$ cat src/rtl/mu_pkg.sv
package mu_pkg;
  localparam int unsigned NUM_SLOTS = 4;
  localparam int unsigned DATA_W    = 32;
  localparam int unsigned ADDR_W    = 8;
  localparam int unsigned NUM_SIDES = 2;

  // byte offsets of the register groups
  localparam logic [ADDR_W-1:0] OFS_TX   = 8'h00;
  localparam logic [ADDR_W-1:0] OFS_RX   = 8'h10;
  localparam logic [ADDR_W-1:0] OFS_STAT = 8'h20;
  localparam logic [ADDR_W-1:0] OFS_CTRL = 8'h24;

  // lowest bit of each flag/control nibble
  localparam int unsigned POS_REQ = 16;
  localparam int unsigned POS_TE  = 20;
  localparam int unsigned POS_RF  = 24;
  localparam int unsigned POS_GP  = 28;

  // slot n lives at nibble bit (3-n): mirror a per-slot vector
  function automatic logic [NUM_SLOTS-1:0] rev_slots(input logic [NUM_SLOTS-1:0] v);
    logic [NUM_SLOTS-1:0] r;
    for (int i = 0; i < NUM_SLOTS; i++) r[NUM_SLOTS-1-i] = v[i];
    return r;
  endfunction
endpackage

$ cat src/rtl/mu_slot_chan.sv
module mu_slot_chan #(
  parameter int unsigned DW = 32
) (
  input  logic          clk,
  input  logic          rst,
  input  logic          wr,
  input  logic          rd,
  input  logic [DW-1:0] wdata,
  output logic          full,
  output logic [DW-1:0] data
);
  always_ff @(posedge clk) begin
    if (rst) begin
      full <= 1'b0;
      data <= '0;
    end else begin
      if (wr) data <= wdata;
      if (wr)      full <= 1'b1;
      else if (rd) full <= 1'b0;
    end
  end

  AST_WRITE_FILLS: assert property (@(posedge clk) disable iff (rst)
    wr |=> full);
  AST_WRITE_LATCH: assert property (@(posedge clk) disable iff (rst)
    wr |=> (data == $past(wdata)));
  AST_READ_DRAINS: assert property (@(posedge clk) disable iff (rst)
    (rd && !wr) |=> !full);
  AST_DATA_HOLDS: assert property (@(posedge clk) disable iff (rst)
    !wr |=> $stable(data));
endmodule

$ cat src/rtl/mu_doorbell.sv
module mu_doorbell #(
  parameter int unsigned N = 4
) (
  input  logic         clk,
  input  logic         rst,
  input  logic [N-1:0] set,
  input  logic [N-1:0] clr,
  output logic [N-1:0] pend
);
  always_ff @(posedge clk) begin
    if (rst) pend <= '0;
    else     pend <= (pend & ~clr) | set;
  end

  AST_DB_RAISE: assert property (@(posedge clk) disable iff (rst)
    (|set) |=> ((pend & $past(set)) == $past(set)));
  AST_DB_CLEAR: assert property (@(posedge clk) disable iff (rst)
    (|(clr & ~set)) |=> ((pend & $past(clr & ~set)) == '0));
endmodule

$ cat src/rtl/mu_side_port.sv
module mu_side_port
  import mu_pkg::*;
#(
  parameter int unsigned DW = DATA_W,
  parameter int unsigned AW = ADDR_W,
  parameter int unsigned NS = NUM_SLOTS
) (
  input  logic                 clk,
  input  logic                 rst,
  input  logic                 wr,
  input  logic                 rd,
  input  logic [AW-1:0]        addr,
  input  logic [DW-1:0]        wdata,
  output logic [DW-1:0]        rdata,
  output logic                 irq,
  input  logic [NS-1:0]        tx_empty,
  input  logic [NS-1:0]        rx_full,
  input  logic [NS-1:0][DW-1:0] rx_data,
  input  logic [NS-1:0]        gp_pend,
  input  logic [NS-1:0]        gp_req,
  output logic [NS-1:0]        tx_wr,
  output logic [NS-1:0]        rx_rd,
  output logic [NS-1:0]        pend_clr,
  output logic [NS-1:0]        req_set
);
  localparam int unsigned SLOT_W = $clog2(NS);
  localparam int unsigned GRP_LSB = SLOT_W + 2;

  logic [AW-1:0]     wa;
  logic [SLOT_W-1:0] slot;
  logic              hit_tx, hit_rx, hit_stat, hit_ctrl, hit_none;
  logic [NS-1:0]     tie, rie, gie;
  logic [DW-1:0]     stat_word, ctrl_word, rd_mux;

  assign wa       = {addr[AW-1:2], 2'b00};
  assign slot     = addr[GRP_LSB-1:2];
  assign hit_tx   = (wa[AW-1:GRP_LSB] == OFS_TX[AW-1:GRP_LSB]);
  assign hit_rx   = (wa[AW-1:GRP_LSB] == OFS_RX[AW-1:GRP_LSB]);
  assign hit_stat = (wa == OFS_STAT);
  assign hit_ctrl = (wa == OFS_CTRL);
  assign hit_none = !(hit_tx || hit_rx || hit_stat || hit_ctrl);

  generate
    for (genvar n = 0; n < NS; n++) begin : g_strobe
      assign tx_wr[n] = wr && hit_tx && (slot == SLOT_W'(n));
      assign rx_rd[n] = rd && hit_rx && (slot == SLOT_W'(n));
    end
  endgenerate

  assign pend_clr = (wr && hit_stat) ? rev_slots(wdata[POS_GP +: NS]) : '0;
  assign req_set  = (wr && hit_ctrl) ? rev_slots(wdata[POS_REQ +: NS]) : '0;

  always_comb begin
    stat_word = '0;
    stat_word[POS_TE +: NS] = rev_slots(tx_empty);
    stat_word[POS_RF +: NS] = rev_slots(rx_full);
    stat_word[POS_GP +: NS] = rev_slots(gp_pend);
    ctrl_word = '0;
    ctrl_word[POS_REQ +: NS] = rev_slots(gp_req);
    ctrl_word[POS_TE  +: NS] = rev_slots(tie);
    ctrl_word[POS_RF  +: NS] = rev_slots(rie);
    ctrl_word[POS_GP  +: NS] = rev_slots(gie);
    rd_mux = '0;
    if (hit_rx)        rd_mux = rx_data[slot];
    else if (hit_stat) rd_mux = stat_word;
    else if (hit_ctrl) rd_mux = ctrl_word;
  end

  always_ff @(posedge clk) begin
    if (rst) begin
      tie   <= '0;
      rie   <= '0;
      gie   <= '0;
      rdata <= '0;
      irq   <= 1'b0;
    end else begin
      if (wr && hit_ctrl) begin
        tie <= rev_slots(wdata[POS_TE +: NS]);
        rie <= rev_slots(wdata[POS_RF +: NS]);
        gie <= rev_slots(wdata[POS_GP +: NS]);
      end
      if (rd) rdata <= rd_mux;
      irq <= |((tx_empty & tie) | (rx_full & rie) | (gp_pend & gie));
    end
  end

  AST_IRQ_MASKED: assert property (@(posedge clk) disable iff (rst)
    ((tie == '0) && (rie == '0) && (gie == '0)) |=> !irq);
  AST_UNMAPPED_ZERO: assert property (@(posedge clk) disable iff (rst)
    (rd && hit_none) |=> (rdata == '0));
  AST_RDATA_HOLD: assert property (@(posedge clk) disable iff (rst)
    !rd |=> $stable(rdata));
  AST_ONE_SLOT_WRITE: assert property (@(posedge clk) disable iff (rst)
    $onehot0(tx_wr));
endmodule

$ cat src/rtl/msg_unit_dual.sv
module msg_unit_dual
  import mu_pkg::*;
#(
  parameter int unsigned DW = DATA_W,
  parameter int unsigned AW = ADDR_W,
  parameter int unsigned NS = NUM_SLOTS
) (
  input  logic          clk,
  input  logic          rst,
  input  logic          a_wr,
  input  logic          a_rd,
  input  logic [AW-1:0] a_addr,
  input  logic [DW-1:0] a_wdata,
  output logic [DW-1:0] a_rdata,
  output logic          a_irq,
  input  logic          b_wr,
  input  logic          b_rd,
  input  logic [AW-1:0] b_addr,
  input  logic [DW-1:0] b_wdata,
  output logic [DW-1:0] b_rdata,
  output logic          b_irq
);
  localparam int unsigned SIDES = NUM_SIDES;

  logic [SIDES-1:0]                 s_wr, s_rd, s_irq;
  logic [SIDES-1:0][AW-1:0]         s_addr;
  logic [SIDES-1:0][DW-1:0]         s_wdata, s_rdata;
  logic [SIDES-1:0][NS-1:0]         tx_wr, rx_rd, pend_clr, req_set;
  // full[d][n]: slot n carrying data from side d to side 1-d
  logic [SIDES-1:0][NS-1:0]         full;
  logic [SIDES-1:0][NS-1:0][DW-1:0] slot_data;
  // bell[d][n]: doorbell n raised by side d toward side 1-d
  logic [SIDES-1:0][NS-1:0]         bell;

  assign s_wr    = {b_wr, a_wr};
  assign s_rd    = {b_rd, a_rd};
  assign s_addr  = {b_addr, a_addr};
  assign s_wdata = {b_wdata, a_wdata};
  assign a_rdata = s_rdata[0];
  assign b_rdata = s_rdata[1];
  assign a_irq   = s_irq[0];
  assign b_irq   = s_irq[1];

  generate
    for (genvar d = 0; d < SIDES; d++) begin : g_dir
      for (genvar n = 0; n < NS; n++) begin : g_slot
        mu_slot_chan #(.DW(DW)) u_slot (
          .clk   (clk),
          .rst   (rst),
          .wr    (tx_wr[d][n]),
          .rd    (rx_rd[SIDES-1-d][n]),
          .wdata (s_wdata[d]),
          .full  (full[d][n]),
          .data  (slot_data[d][n])
        );
      end

      mu_doorbell #(.N(NS)) u_bell (
        .clk  (clk),
        .rst  (rst),
        .set  (req_set[d]),
        .clr  (pend_clr[SIDES-1-d]),
        .pend (bell[d])
      );

      mu_side_port #(.DW(DW), .AW(AW), .NS(NS)) u_port (
        .clk      (clk),
        .rst      (rst),
        .wr       (s_wr[d]),
        .rd       (s_rd[d]),
        .addr     (s_addr[d]),
        .wdata    (s_wdata[d]),
        .rdata    (s_rdata[d]),
        .irq      (s_irq[d]),
        .tx_empty (~full[d]),
        .rx_full  (full[SIDES-1-d]),
        .rx_data  (slot_data[SIDES-1-d]),
        .gp_pend  (bell[SIDES-1-d]),
        .gp_req   (bell[d]),
        .tx_wr    (tx_wr[d]),
        .rx_rd    (rx_rd[d]),
        .pend_clr (pend_clr[d]),
        .req_set  (req_set[d])
      );
    end
  endgenerate

  AST_IRQ_A_QUIET_AFTER_RESET: assert property (@(posedge clk)
    $past(rst) |-> !a_irq);
  AST_IRQ_B_QUIET_AFTER_RESET: assert property (@(posedge clk)
    $past(rst) |-> !b_irq);
endmodule

$ cat config.mk
export PLATFORM = sky130hd
export DESIGN_NAME = msg_unit_dual
export DESIGN_NICKNAME = d
export VERILOG_FILES = /design/src/rtl/mu_pkg.sv /design/src/rtl/mu_slot_chan.sv /design/src/rtl/mu_doorbell.sv /design/src/rtl/mu_side_port.sv /design/src/rtl/msg_unit_dual.sv
export SDC_FILE = /design/constraint.sdc
export NUM_CORES = 1
export LEC_CHECK = 0
export ABC_AREA = 1
export CORE_ASPECT_RATIO = 2
export CORE_MARGIN = 4
export CORE_UTILIZATION = 50
export DETAILED_ROUTE_END_ITERATION = 12
export DONT_BUFFER_PORTS = 1
export SLEW_MARGIN = 15
export SYNTH_ARGS = -nofsm -noshare
export SYNTH_HDL_FRONTEND = slang
export SYNTH_SLANG_ARGS = --single-unit
$ cat constraint.sdc
create_clock -name clk -period 2.2 [get_ports clk]
set_clock_uncertainty 0.2 [all_clocks]
set_input_delay 0.44 -clock clk [delete_from_list [all_inputs] [get_ports clk]]
set_output_delay 0.44 -clock clk [all_outputs]
set_load 0.03 [all_outputs]
* Word level (Yosys, flattened, before mapping)
Cells that the tools add are included.
Storage, ports and cells: register bits 362, logic and storage cells 128, bits of input ports 86
Cells by class: $lt $le $gt $ge 2, bitwise logic cells 18, reduce and logical (&&, ||, !) cells 38, muxes and demuxes 30, equality and inequality tests 12
Operator list (count):
- two-way mux 32 bit | 8
- binary-select mux 32 bit (select 2 bit) | 2
- AND 4 bit | 8
- == test 6 x 4 -> 1 bit, second input constant | 4
- logical AND 1 bit | 24
- bitwise OR 4 bit | 6
- two-way mux 1 bit | 16
- two-way mux 4 bit | 4
- NOT 4 bit | 4
- nonzero test 2 bit | 8
- == test 2 bit, second input constant | 4
- == test 4 x 1 -> 1 bit, second input constant | 2
- logical NOT 4 bit | 2
- OR reduction 4 bit | 2
- less-than comparator 2 x 3 -> 1 bit, second input constant | 2
- == test 2 x 1 -> 1 bit, second input constant | 2
- logical NOT 2 bit | 2

* Longest topological paths before layout
depth in word-level cells 6, gate-level depth with buffers 11

* Cells and area by module
From an unflattened synthesis, not the netlist that was laid out.
Unflattened totals: cells, all modules 2305, area, all modules 15901.5 um^2
Modules (own cells, without submodules):
- mu_slot_chan | area an instance 1152.4 um^2, sequential area each 660.6 um^2, instances 8, cells an instance 143
- mu_side_port (g_dir[0].u_port) | area an instance 3300.7 um^2, sequential area each 900.9 um^2, instances 1, cells an instance 588
- mu_side_port (g_dir[1].u_port) | area an instance 3061.7 um^2, sequential area each 900.9 um^2, instances 1, cells an instance 525
- mu_doorbell | area an instance 145.1 um^2, sequential area each 80.1 um^2, instances 2, cells an instance 20
- msg_unit_dual | area an instance 30.0 um^2, sequential area each 0.0 um^2, instances 1, cells an instance 8

* Worst setup path before layout
Ideal clock, no wire load.
path kind input to register, from input port b_addr[2], to register g_dir[1].g_slot[0].u_slot.data[19], library setup time 0.116 ns, path slack 0.437 ns, arrival 1.448 ns, stages 9, path through buf_4 -> nor2_4 -> inv_1 -> nor2_4 -> inv_2 -> buf_4 -> buf_6 -> nor2_1 -> nor2_1
On the way: word-level cells in the longest chain between the ends 2
RTL lines:
- from (decl) | line msg_unit_dual.sv:18 | input logic [AW-1:0] b_addr,
- logical NOT 2 bit | line mu_side_port.sv:45 | assign tx_wr[n] = wr && hit_tx && (slot == SLOT_W'(n));
- logical AND 1 bit | line mu_side_port.sv:45
- to (signal assigned) | line mu_slot_chan.sv:17 | if (wr) data <= wdata;
- to (decl) | line mu_slot_chan.sv:10 | output logic [DW-1:0] data
Every way passes these cells. A chain may end at the register's enable or synchronous reset.

* Worst setup path after layout
from input port a_addr[7], to register g_dir[1].u_bell.pend[1]
On the way: word-level cells in the longest chain between the ends 6
RTL lines:
- from (decl) | line msg_unit_dual.sv:12 | input logic [AW-1:0] a_addr,
- == test 6 x 4 -> 1 bit | line mu_side_port.sv:39 | assign hit_stat = (wa == OFS_STAT);
- logical AND 1 bit | line mu_side_port.sv:50 | assign pend_clr = (wr && hit_stat) ? rev_slots(wdata[POS_GP +: NS]) : '0;
- two-way mux 4 bit | line mu_side_port.sv:50
- NOT 4 bit | line mu_doorbell.sv:12 | else pend <= (pend & ~clr) | set;
- AND 4 bit | line mu_doorbell.sv:12
- bitwise OR 4 bit | line mu_doorbell.sv:12
- to (signal assigned) | line mu_doorbell.sv:12
- to (decl) | line mu_doorbell.sv:8 | output logic [N-1:0] pend
Every way passes these cells.

==> results.md <==
- The run finished with clean final reports.
- The number of search-and-repair iterations in the first detailed-routing pass is 5.
- The number of antenna diodes in the final layout is 0.
- The total number of placement rows is approximately 90.
- The number of nets in the synthesized netlist is 2,208.
- The number of enable flip-flop cells after synthesis is 0.
- Setup repair after global routing left no endpoint under its margin.
- Synthesis handed over a netlist of approximately 2,100 instances.
- OpenSTA, run right after detailed placement, puts the worst setup slack at ~0.19 ns.
- The final-report hold violation count came to 0.
- The post-placement cell count is around 2,400.
- The worst register-to-register path has a depth of 3.
- The floorplan step defined a core boundary enclosing ~0.030 mm².
- The number of nets at the end of the flow is ~2,200.
- The worst setup path is of the input port to flop kind.
- For this run, asynchronously set or reset flops after synthesis account for 0%.
- The worst-case clock buffer depth is 3.
- Once placement finished, the instance area stood at approximately 0.015 mm².
- Summed over all layers, the routed wires come to 50,200 µm.
- The detailed router finished its first iteration with about 1,000 violations.
- For the worst setup path, the data arrival time is roughly 2 ns.
- Buffers added to address setup during post-CTS repair amount to 0.
- The first global-routing pass estimated a little under 80,000 µm of wire.
- The number of antenna violations at the first check in global routing is 0.
- The effective utilization at floorplan is 50.9%.
- The count of nets left with antenna violations once routing finished came out at 0.
- The finished cells cover 0.0173 mm².
- The congestion estimate from routability-driven global placement came to around 0.95.
- The I/O pin total is 152.
- The highest achievable clock rate is ~560 MHz.
- The tree is rooted in a sky130_fd_sc_hd__clkbuf_16.
- The area of the die is between 0.03 and 0.04 mm².
- Compared with the post-synthesis result, the final layout area differs by 14.5%.
- In the synthesized netlist the dominant register cell turns out to be sky130_fd_sc_hd__dfxtp_1.
- The relative slew slack is around half.
- The startpoint identified for the worst hold timing path is a_wr.
- The mapped netlist covers roughly 0.015 mm².
- The flop-to-flop setup slack is between 0.7 and 0.8 ns.
- The clock network latency to the later pin of the worst-skew pair is ~0.53 ns.
- The maximum number of pins on one net before global-route repair is 90.
- Cells with a size suffix above 1 make up roughly 7% of the layout.
- The synthesized area divided by synthesized cell count is roughly 7.1 µm².
- Summing all multi-input logic gate instances after layout gives 0.00689 mm².
- Across the whole layout, storage elements account for roughly 0.0072 mm².
- The required time of the critical path is approximately 2.4 ns.
- The global-route total usage across every layer is 30.2%.
- The number of buffers added by the clock tree synthesis step is 34.
- The post-synthesis register bit count is ~360.
- Final hold analysis gives a worst-case slack of around 0.022 ns.
- The clock slew seen by the registers of the worst setup and hold paths is approximately 0.070 ns.
- The post-route fraction of the period consumed by the critical path is 80.7%.
- The worst voltage drop across the vdd grid is between 800 and 900 µV.
- The number of buffer cells added on primary ports is 0.
- After detailed routing, the number of remaining DRC violations is 0.
- The worst hold path cell count is 3.
- Summed over all cells, the static leakage comes to about 7.4 nW.
- For this design the ratio of total power to cell area is slightly below 800 mW/mm².
- The count of max-cap constraint violations is 0.
- Setup slack closes at between 0.4 and 0.5 ns.
- STA classifies the critical path startpoint as an input port.
- The half-perimeter wire length after detailed placement is ~34,000 µm.
- The mean number of vias per cell is between 5 and 6.
- The critical register-to-register path startpoint is g_dir[1].u_bell.pend[1].
- The netlist uses 27 different library cells.
- The worst hold path terminates at g_dir[1].u_bell.pend[3].
- TritonCTS built the clock tree.
- The max-slew violation total from the final report is 0.
- The clock period minus worst slack is between 1.5 and 2 ns.
- The remaining global-route overflow is 0.
- The actual slew at the worst max-slew pin is around 0.74 ns.
- The number of fill cells in the layout is 2,813.
- The number of global-route vias before repair is around 14,000.
- From bottom edge to top edge, the die measures about 250 µm.
- The sort of element at the end of the critical path is a flop.
- The H-tree was split into 2 levels.
- The sum of negative setup slack is 0 ns.
- The die is around 130 µm wide.
- The total number of vias is ~14,000.
- The classification of the worst-slack hold path is input port to flop.
- The Yosys step of the flow raised 0 warnings.
- The clock drives approximately 360 sinks.
- The post-cts repair resize count is 0.
- The highest fanout seen on the critical path is 3.
- The endpoint of the worst register-to-register path is g_dir[1].u_bell.pend[1].
- The number of endpoints failing setup at the final stage is 0.
- Dividing the detail-routed wire length by the instance count gives between 15 and 20 µm.
- The count of cells in the finished layout, fillers not included, comes to 2,515.
- The sequential cell area fraction in the yosys report is between 40% and 50%.
[power by group]
part / switching (mW) / internal [mW]
Sequential: 0.0448 / 6.60
Clock: 2.56 / 3.81
Combinational: 0.478 / 0.217
[cell usage after synthesis, types with 2 or more instances]
library cell               count  share of area (%)
sky130_fd_sc_hd__nor2_8        2               0.27
sky130_fd_sc_hd__buf_6         4               0.30
sky130_fd_sc_hd__buf_1         3              0.075
sky130_fd_sc_hd__buf_4         9               0.45
sky130_fd_sc_hd__nand4_1       9               0.37
sky130_fd_sc_hd__o21ai_0     300                 10
sky130_fd_sc_hd__a31oi_1       4               0.17
sky130_fd_sc_hd__buf_2        44                1.5
sky130_fd_sc_hd__nand3b_1      6               0.30
sky130_fd_sc_hd__inv_1        53                1.3
sky130_fd_sc_hd__inv_2        21               0.52
sky130_fd_sc_hd__clkinv_1      3              0.075
sky130_fd_sc_hd__a21oi_1     122                4.0
sky130_fd_sc_hd__dfxtp_1     362                 48
sky130_fd_sc_hd__nand2_1     402                 10
sky130_fd_sc_hd__a22oi_1      64                3.2
sky130_fd_sc_hd__nor2_4       11               0.82
sky130_fd_sc_hd__nor2_1      504                 13
sky130_fd_sc_hd__clkbuf_1     85                2.1
sky130_fd_sc_hd__nand3_1      97                3.2
sky130_fd_sc_hd__o21ai_1       5               0.17
sky130_fd_sc_hd__nand2_2       2              0.083
sky130_fd_sc_hd__nor2_2        6               0.25
[cell type report]
| type | count | area share [%] |
|---|---|---|
| clock buffers | 47 | 5.87 |
| clock inverters | 12 | 1.10 |
| inverters | 77 | 1.70 |
| multi-input cells | 1538 | 39.9 |
| flip-flops and latches | 362 | 42.0 |
| well taps | 364 | 2.64 |
| repair buffers | 115 | 6.81 |
[worst max-delay path, stage by stage]
cell and delay (ns):
sky130_fd_sc_hd__nor2_1 0.15, sky130_fd_sc_hd__nand2_1 0.22, sky130_fd_sc_hd__nor2_1 0.25, sky130_fd_sc_hd__nand2_1 0.10
sky130_fd_sc_hd__o21ai_0 0.16, sky130_fd_sc_hd__a21oi_1 0.09, sky130_fd_sc_hd__dlygate4sd3_1 0.58
[cell usage in the layout (no fill, tap or decap), drive strengths merged]
master / instances
a31oi: 4
inv: 75
nand3b: 6
and2: 1
nor2: 523
buf: 53
bufinv: 5
nand2: 404
o21ai: 305
a22oi: 64
nand4: 10
clkinv: 7
dfxtp: 362
clkbuf: 47
o22ai: 1
nor3: 1
a21oi: 122
clkinvlp: 2
nand3: 97
dlygate4sd3: 62
[state kept, by name, summed over array words and instances (netlist names)]
name / cells
g_dir.u_port.rie: 8
g_dir.u_bell.pend: 8
g_dir.u_port.tie: 8
g_dir.g_slot.u_slot.data: 256
g_dir.u_port.irq: 2
g_dir.u_port.rdata: 64
g_dir.g_slot.u_slot.full: 8
g_dir.u_port.gie: 8
[how the worst max path moves through the flow]
stage                              startpoint                                 end  depth (start not counted)
floorplan                           b_addr[2]  g_dir[1].g_slot[0].u_slot.data[19]                          9
global placement                    b_addr[2]           g_dir[1].u_port.rdata[23]                          8
detailed placement                  b_addr[2]           g_dir[1].u_port.rdata[26]                          8
CTS                 g_dir[1].u_port.rdata[19]                         b_rdata[19]                          0
global route                        a_addr[7]             g_dir[1].u_bell.pend[1]                          7
finish                              a_addr[7]             g_dir[1].u_bell.pend[1]                          7
[per-stage QoR]
step / total power [mW] / utilization (%)
after CTS: 13.8 / 58.3
after global routing: 14.1 / 58.3
after detailed placement: 7.30 / 52.0
after floorplan: 7.14 / -
final: 13.7 / 58.3
after global placement: 7.29 / 52.0
[layer usage]
layer  share of wire [%]  up-vias  track usage (%)
met1                  34     6589             31.2
met3                 5.2      163             4.50
li1                    -     6924                -
met4                 8.0        0             21.3
met5                   0        -                0
met2                  53      497             54.2
[cells by family after synthesis]
group,share of synthesized area [%]
simple gates,28.1
buf+inv,6.31
flops,48.0
compound gates,17.6
[what timing repair did]
action | in CTS | in global routing
hold endpoints to repair | 325 | 0
hold buffers | 63 | 0
setup endpoints to repair | 0 | 0
Note: power is estimated with default switching activity, not from simulation.
